## src/rtl/frac_adv_pkg.sv

```systemverilog
package frac_adv_pkg;

  localparam int CHAN_BITS    = 8;
  localparam int LO_BIT_TICKS = 16;
  localparam int HI_BIT_TICKS = 8;
  localparam int LO_STEP      = LO_BIT_TICKS / 4;
  localparam int HI_STEP      = HI_BIT_TICKS / 8;

  typedef struct packed {
    logic request;
    logic capture;
    logic load;
    logic shift;
  } strobe_t;

  typedef struct packed {
    logic       hi;
    logic [1:0] code;
  } cfg_t;

endpackage

```

## src/rtl/frac_adv_ctl.sv

```systemverilog
module frac_adv_ctl
  import frac_adv_pkg::*;
#(
  parameter int LO_CHANNELS = 128,
  localparam int CH_W = $clog2(LO_CHANNELS) + 1
) (
  input  logic            clk,
  input  logic            rstN,
  input  logic            framePulse,
  input  logic            rateHi,
  input  logic [1:0]      advSel,
  output strobe_t         stb,
  output logic            byteReq,
  output logic [CH_W-1:0] reqChan
);

  localparam int LO_CHAN_TICKS = CHAN_BITS * LO_BIT_TICKS;
  localparam int HI_CHAN_TICKS = CHAN_BITS * HI_BIT_TICKS;
  localparam int FRAME_TICKS   = LO_CHANNELS * LO_CHAN_TICKS;
  localparam int POS_W         = $clog2(FRAME_TICKS);
  localparam int PH_W          = $clog2(LO_CHAN_TICKS);
  localparam int HI_PH_W       = $clog2(HI_CHAN_TICKS);
  localparam int BP_W          = $clog2(LO_BIT_TICKS);
  localparam int HI_BP_W       = $clog2(HI_BIT_TICKS);

  logic [POS_W-1:0] nomPos;
  logic             locked;
  cfg_t             cfgQ;

  logic [POS_W-1:0] offTicks;
  logic [POS_W-1:0] curAdv;
  logic [PH_W-1:0]  chanPhase;
  logic [PH_W-1:0]  chanLast;
  logic [BP_W-1:0]  bitPhase;
  logic [BP_W-1:0]  bitLast;
  logic [CH_W-1:0]  chanIdx;
  logic [CH_W-1:0]  lastChan;
  logic             frameEnd;
  logic             latchEn;

  // advanced position = nominal position plus the launch offset
  always_comb begin
    offTicks = cfgQ.hi ? POS_W'(cfgQ.code * HI_STEP) : POS_W'(cfgQ.code * LO_STEP);
    curAdv   = nomPos + offTicks;
    if (cfgQ.hi) begin
      chanPhase = PH_W'(curAdv[HI_PH_W-1:0]);
      chanLast  = PH_W'(HI_CHAN_TICKS - 1);
      bitPhase  = BP_W'(curAdv[HI_BP_W-1:0]);
      bitLast   = BP_W'(HI_BIT_TICKS - 1);
      chanIdx   = curAdv[POS_W-1:HI_PH_W];
      lastChan  = CH_W'(2 * LO_CHANNELS - 1);
    end else begin
      chanPhase = curAdv[PH_W-1:0];
      chanLast  = PH_W'(LO_CHAN_TICKS - 1);
      bitPhase  = curAdv[BP_W-1:0];
      bitLast   = BP_W'(LO_BIT_TICKS - 1);
      chanIdx   = {1'b0, curAdv[POS_W-1:PH_W]};
      lastChan  = CH_W'(LO_CHANNELS - 1);
    end
    frameEnd = (curAdv == POS_W'(FRAME_TICKS - 1));
    latchEn  = (locked && frameEnd) || (framePulse && !locked);
  end

  // strobes to the datapath, only once aligned to a frame
  always_comb begin
    stb.load    = locked && (chanPhase == chanLast);
    stb.shift   = locked && (chanPhase != chanLast) && (bitPhase == bitLast);
    stb.capture = locked && (chanPhase == chanLast - PH_W'(2));
    stb.request = locked && (chanPhase == chanLast - PH_W'(3));
  end

  assign byteReq = stb.request;
  assign reqChan = (chanIdx == lastChan) ? '0 : chanIdx + CH_W'(1);

  always_ff @(posedge clk or negedge rstN) begin
    if (!rstN) begin
      nomPos <= '0;
      locked <= 1'b0;
      cfgQ   <= '0;
    end else begin
      if (framePulse) begin
        nomPos <= '0;
        locked <= 1'b1;
      end else begin
        nomPos <= nomPos + POS_W'(1);
      end
      if (latchEn) cfgQ <= '{hi: rateHi, code: advSel};
    end
  end

  assert_req_single_R8: assert property (@(posedge clk) disable iff (!rstN)
    byteReq |=> !byteReq);

  assert_req_then_capture_R8: assert property (@(posedge clk) disable iff (!rstN)
    byteReq |=> stb.capture);

  assert_lock_by_pulse_R1: assert property (@(posedge clk) disable iff (!rstN)
    $rose(locked) |-> $past(framePulse));

  assert_cfg_at_boundary_R10: assert property (@(posedge clk) disable iff (!rstN)
    (cfgQ != $past(cfgQ)) |-> $past(latchEn));

endmodule

```

## src/rtl/frac_adv_dp.sv

```systemverilog
module frac_adv_dp
  import frac_adv_pkg::*;
(
  input  logic                 clk,
  input  logic                 rstN,
  input  strobe_t              stb,
  input  logic [CHAN_BITS-1:0] byteIn,
  output logic                 serOut
);

  logic [CHAN_BITS-1:0] nextByte;
  logic [CHAN_BITS-1:0] shreg;

  always_ff @(posedge clk or negedge rstN) begin
    if (!rstN) begin
      nextByte <= '0;
      shreg    <= '0;
    end else begin
      if (stb.capture) nextByte <= byteIn;
      if (stb.load)       shreg <= nextByte;
      else if (stb.shift) shreg <= {shreg[CHAN_BITS-2:0], 1'b0};
    end
  end

  assign serOut = shreg[CHAN_BITS-1];

  assert_hold_between_edges_R3: assert property (@(posedge clk) disable iff (!rstN)
    !(stb.load || stb.shift) |=> $stable(serOut));

endmodule

```

## src/rtl/frac_adv_tx.sv

```systemverilog
module frac_adv_tx
  import frac_adv_pkg::*;
#(
  parameter int LO_CHANNELS = 128,
  localparam int CH_W = $clog2(LO_CHANNELS) + 1
) (
  input  logic            clk,
  input  logic            rstN,
  input  logic            framePulse,
  input  logic            rateHi,
  input  logic [1:0]      advSel,
  input  logic [7:0]      byteIn,
  output logic            byteReq,
  output logic [CH_W-1:0] reqChan,
  output logic            serOut
);

  strobe_t stb;

  frac_adv_ctl #(.LO_CHANNELS(LO_CHANNELS)) ctl (
    .clk        (clk),
    .rstN       (rstN),
    .framePulse (framePulse),
    .rateHi     (rateHi),
    .advSel     (advSel),
    .stb        (stb),
    .byteReq    (byteReq),
    .reqChan    (reqChan)
  );

  frac_adv_dp dp (
    .clk    (clk),
    .rstN   (rstN),
    .stb    (stb),
    .byteIn (byteIn),
    .serOut (serOut)
  );

endmodule

```

## config.mk

```make
export PLATFORM = sky130hd
export DESIGN_NAME = frac_adv_tx
export DESIGN_NICKNAME = d
export VERILOG_FILES = /design/src/rtl/frac_adv_pkg.sv /design/src/rtl/frac_adv_ctl.sv /design/src/rtl/frac_adv_dp.sv /design/src/rtl/frac_adv_tx.sv
export SDC_FILE = /design/constraint.sdc
export NUM_CORES = 1
export LEC_CHECK = 0
export CAP_MARGIN = 25
export CORE_UTILIZATION = 45
export DETAILED_ROUTE_END_ITERATION = 10
export GPL_ROUTABILITY_DRIVEN = 1
export GPL_TIMING_DRIVEN = 0
export PLACE_DENSITY = 0.65
export SYNTH_ARGS = -nofsm -noshare
export SYNTH_HDL_FRONTEND = slang
export SYNTH_HIERARCHICAL = 1
export SYNTH_SLANG_ARGS = --single-unit
```

## constraint.sdc

```tcl
create_clock -name clk -period 4.9 [get_ports clk]
set_input_delay 1.225 -clock clk [delete_from_list [all_inputs] [get_ports clk]]
set_output_delay 1.225 -clock clk [all_outputs]
set_load 0.03 [all_outputs]
```

# After elaboration in Yosys (flattened, before gate mapping)

Cells that the tools add are included.

Add/sub/neg operators: 5
Eq/ne operators: 7
Mux-type cells: 11
Reductions and logical operators: 10

Operators with widths:

| operator                                          | number |
|---|---|
| 2-to-1 mux 8 bit                                  | 5 |
| equality test 7 bit                               | 3 |
| adder 14 x 1 -> 14 bit (second input constant)    | 1 |
| adder 14 bit                                      | 1 |
| equality test 14 bit (second input constant)      | 1 |
| 2-to-1 mux 14 bit                                 | 1 |
| 2-to-1 mux 7 bit                                  | 2 |
| subtractor 7 x 2 -> 7 bit (second input constant) | 2 |
| 2-to-1 mux 4 bit                                  | 3 |
| adder 8 x 1 -> 8 bit (second input constant)      | 1 |
| equality test 8 bit                               | 1 |
| logical AND 1 bit                                 | 7 |
| inequality test 7 bit                             | 1 |
| equality test 4 bit                               | 1 |
| nonzero test 2 bit                                | 1 |
| zero test 1 bit                                   | 1 |
| logical OR 1 bit                                  | 1 |

Register bits: 34
Bits of input ports: 14
Output and inout port bits: 10
Logic and storage cells: 39

# Longest topological paths before layout

Word-level depth: 8
Gate-level depth with buffers: 15
Gate-level depth less buffers: 13

# Modules after synthesis

The synthesis kept the hierarchy.

By module, submodules not included:

| module       | instances | cells an instance | area each (um^2) | seq. area each (um^2) |
|---|---|---|---|---|
| frac_adv_ctl | 1         | 203               | 1,696.6          | 450.4 |
| frac_adv_dp  | 1         | 51                | 700.7            | 400.4 |

# Least setup slack after synthesis

OpenSTA, ideal clock, no wires.

Path type: register to output
Start point: reg ctl/cfgQ[2] (netlist bit)
End point: out reqChan[6]
Data arrival time: 3,901 ps
Required time: 3,675 ps
Setup slack: -226 ps
Cell stages (with the launch flop): 15
Path buffers: 2
Path through: dfrtp_1 -> clkbuf_1 -> clkbuf_1 -> and2_1 -> ha_1 -> fa_1 -> a21o_1 -> and3_1 -> o311a_1 -> nor2_1 -> ha_1 -> inv_1 -> a211oi_1 -> a221oi_1 -> a311oi_1

Cells in the longest elaborated chain, start to end: 5
Elaborated cells between the ends (all ways): 7
Those cells by class: add/sub: 2; eq/ne: 1; mux: 4

RTL lines:

| element                                                     | line               | RTL |
|---|---|---|
| start: declaration                                          | frac_adv_ctl.sv:28 | `cfg_t cfgQ;` |
| start signal: assignment                                    | frac_adv_ctl.sv:87 | `if (latchEn) cfgQ <= '{hi: rateHi, code: advSel};` |
| 2-to-1 mux 4 bit                                            | frac_adv_ctl.sv:43 | `offTicks = cfgQ.hi ? POS_W'(cfgQ.code * HI_STEP) : POS_W'(cfgQ.code * LO_STEP);` |
| adder 14 bit                                                | frac_adv_ctl.sv:44 | `curAdv = nomPos + offTicks;` |
| 2-to-1 mux 8 bit                                            | frac_adv_ctl.sv:45 | `if (cfgQ.hi) begin` |
| adder 8 x 1 -> 8 bit or equality test 8 bit (tied branches) | frac_adv_ctl.sv:73 | `assign reqChan = (chanIdx == lastChan) ? '0 : chanIdx + CH_W'(1);` |
| 2-to-1 mux 8 bit *                                          | frac_adv_ctl.sv:73 |  |
| end: declaration                                            | frac_adv_tx.sv:14  | `output logic [CH_W-1:0] reqChan,` |

Mark *: on every way between the ends. The rest lies on a longest branch, timed or not.

# Worst setup path after layout

Start point: reg ctl/cfgQ[1] (netlist bit)
End point: out reqChan[1]

Cells in the longest elaborated chain, start to end: 5
Elaborated cells between the ends (all ways): 6
Those cells by class: add/sub: 2; eq/ne: 1; mux: 3

RTL lines:

| element                                                     | line |
|---|---|
| 2-to-1 mux 4 bit *                                          | frac_adv_ctl.sv:43 |
| adder 14 bit *                                              | frac_adv_ctl.sv:44 |
| 2-to-1 mux 8 bit *                                          | frac_adv_ctl.sv:45 |
| adder 8 x 1 -> 8 bit or equality test 8 bit (tied branches) | frac_adv_ctl.sv:73 |
| 2-to-1 mux 8 bit *                                          | frac_adv_ctl.sv:73 |

Marks and branches as above.

==> results by group <==
Synth
  – Post-synthesis cell count: roughly 250
  – Mapped cell area: 0.00239 mm2
  – Avg Cell Area, Syn: roughly 9.4 um2
  – Mapped Nets: between 200 and 300
  – Yosys warning total: 6

Floorplanning
  – Die height: roughly 75 um
  – Initial Util: 0.468
  – Core Box Area: between 0.005 and 0.006 mm2
  – Full die area: about 0.0056 mm2
  – Top Ports: 24
  – Chip width: approximately 75 um
  – Number of cell rows: 26

Clock tree
  – Worst-Skew Late Latency: 0.29 ns
  – Reg clk slew, reported paths: ~0.07 ns
  – Clock Tree Root: clkbuf_8
  – Number of CTS-inserted buffers: 5
  – CTS sink count: 34
  – CTS tree: done
  – # hold bufs at CTS: 0
  – Clk buf depth: 2
  – # H-tree levels: 2

Routing
  – Drt via density: around 5.4
  – Vias: approximately 2000
  – Wire length per cell: around 15 um
  – Final wirelength: about 5400 um
  – Detailed-route DRC error count: 0
  – First-pass iteration count of the detailed router: 4
  – First DRT Iteration DRCs: 89
  – Final ANT Viol Nets: 0

Power
  – Design Power: a little under 600 uW
  – Clock Power Share: 0.372
  – Pwr/cell area: a little under 200 mW/mm2
  – Sequential Power Share: 0.491
  – Worst vdd ir: between 200 and 250 uV
  – Int Pwr: 437 uW
  – Leakage power: 1.25 nW
  – Switching power: ~160 uW
  – Switching part of the total power: 0.263
  – Gate power share: 0.137

Placement
  – RePlAce Congestion: 0.886
  – Dpl hpwl: approximately 3800 um
  – Placed inst area: between 0.002 and 0.003 mm2
  – Worst slack, placed: -0.944 ns
  – Placed cells: about 350
  – PortBufs: 23

Worst hold path
  – Hold Crit Class: register to register
  – Hold-critical path depth: 2

Critical path
  – CP required: about 3.7 ns
  – Critical path type: register to primary output
  – R2R depth: 12
  – Max FO, Critical Path: 9
  – Critical path arrival: about 3.5 ns
  – CP Launch Type: register
  – Crit end category: primary output

Finish
  – Area grow syn2layout: 25.2%
  – Multi-input gate area: approximately 0.0015 mm2
  – Ant diodes: 0
  – Register area: 852 um2
  – Fill cells: roughly 470
  – Nets: between 300 and 400
  – Commonest non-fill, non-tap cell in the layout: dfrtp_1
  – Commonest cells after routing, fill and taps aside: dfrtp_1, nor2_1, buf_4
  – Share of post-route cells with drive strength above 1: 0.264
  – Non-Filler Instances: ~370
  – Design area: 0.00299 mm2

Timing
  – Final Hold Viols: 0
  – Fin crit share: 0.955
  – Worst-case clock skew: about 0.0074 ns
  – Finish-stage setup viols: 0
  – Setup TNS: 0 ns
  – RSZ-0062 raised after global routing: no
  – Fmax: 0.214 GHz
  – Worst-Margin Slew: ~0.77 ns
  – Fin worst setup slack: ~0.22 ns
  – Tmin final: about 4.7 ns
  – Pins Over Slew Limit: 0
  – Slew HR: 0.486

GRT
  – Pin count of the biggest net entering global routing: 35
  – Vias in the first global route: between 1500 and 2000
  – GRT Total Usage: 0.224
  – First-pass GRT wire length: 9230 um
  – Overflow after GRT: 0
  – Initial antenna violation count: 0

Flow run
  – Max-capacitance violation count: 0

Run status
  – Outcome: completed
[area by class of cell]
type                       count  share of cell area
buffer                         8              0.0217
clock buffer                   6              0.0276
clock inverter                 2             0.00418
inverter                       7             0.00878
multi-input combinational    202               0.509
sequential                    34               0.285
tap                           70              0.0293
timing repair buffer          40               0.114
[path summary, 6_finish.rpt]
path,end,slack (ns),start
max,reqChan[1],0.22,ctl/cfgQ[1]$_DFFE_PN0P_
min,dp/shreg[5]$_DFFE_PN0P_,0.49,dp/nextByte[5]$_DFFE_PN0P_
max reg2reg,dp/nextByte[2]$_DFFE_PN0P_,1.71,ctl/cfgQ[2]$_DFFE_PN0P_
min reg2reg,dp/shreg[5]$_DFFE_PN0P_,0.49,dp/nextByte[5]$_DFFE_PN0P_
max in group asynchronous,ctl/cfgQ[2]$_DFFE_PN0P_,3.35,rstN
min in group asynchronous,dp/nextByte[0]$_DFFE_PN0P_,1.00,rstN
[power by group through the flow]
| stage | combinational, mW | clock (mW) | sequential [mW] |
|---|---|---|---|
| floorplan | 0.0380 | 0 | 0.294 |
| global placement | 0.0667 | 0 | 0.295 |
| detailed placement | 0.0667 | 0 | 0.295 |
| CTS | 0.0856 | 0.227 | 0.290 |
| global route | 0.0889 | 0.236 | 0.292 |
| finish | 0.0814 | 0.220 | 0.291 |
[stage by stage]
stage	utilization	hold slack (ns)
finish	0.586	0.493
global route	0.586	0.526
CTS	0.590	0.498
detailed placement	0.531	0.477
global placement	0.532	0.472
floorplan	-	0.451
[critical path, stage by stage (launching register included)]
cell and delay (ns):
dfrtp_1 0.40, nor2b_1 0.15, ha_1 0.27, clkbuf_1 0.28, o21a_1 0.25, a21oi_4 0.12
or3_1 0.35, a21oi_1 0.19, ha_2 0.25, inv_2 0.07, a221o_1 0.27, a211o_1 0.29
and2_4 0.16, buf_6 0.13
[registers in the layout (all words and copies together), names as in the netlist]
signal / count
ctl/nomPos: 14
dp/nextByte: 8
dp/shreg: 8
ctl/cfgQ: 3
ctl/locked: 1
[layer usage]
metal	routed length, um	vias to the layer above	global-route usage
li1	-	1014	-
met1	2600	938	0.296
met2	2520	54	0.358
met3	244	4	0.0509
met4	53	0	0.0881
met5	0	-	0
[timing repair]
action	CTS	global route
pin swaps	9	7
endpoints found under the setup margin	9	8
setup buffers	16	1
gates resized for setup	53	6
(Power assumes the default switching activity.)
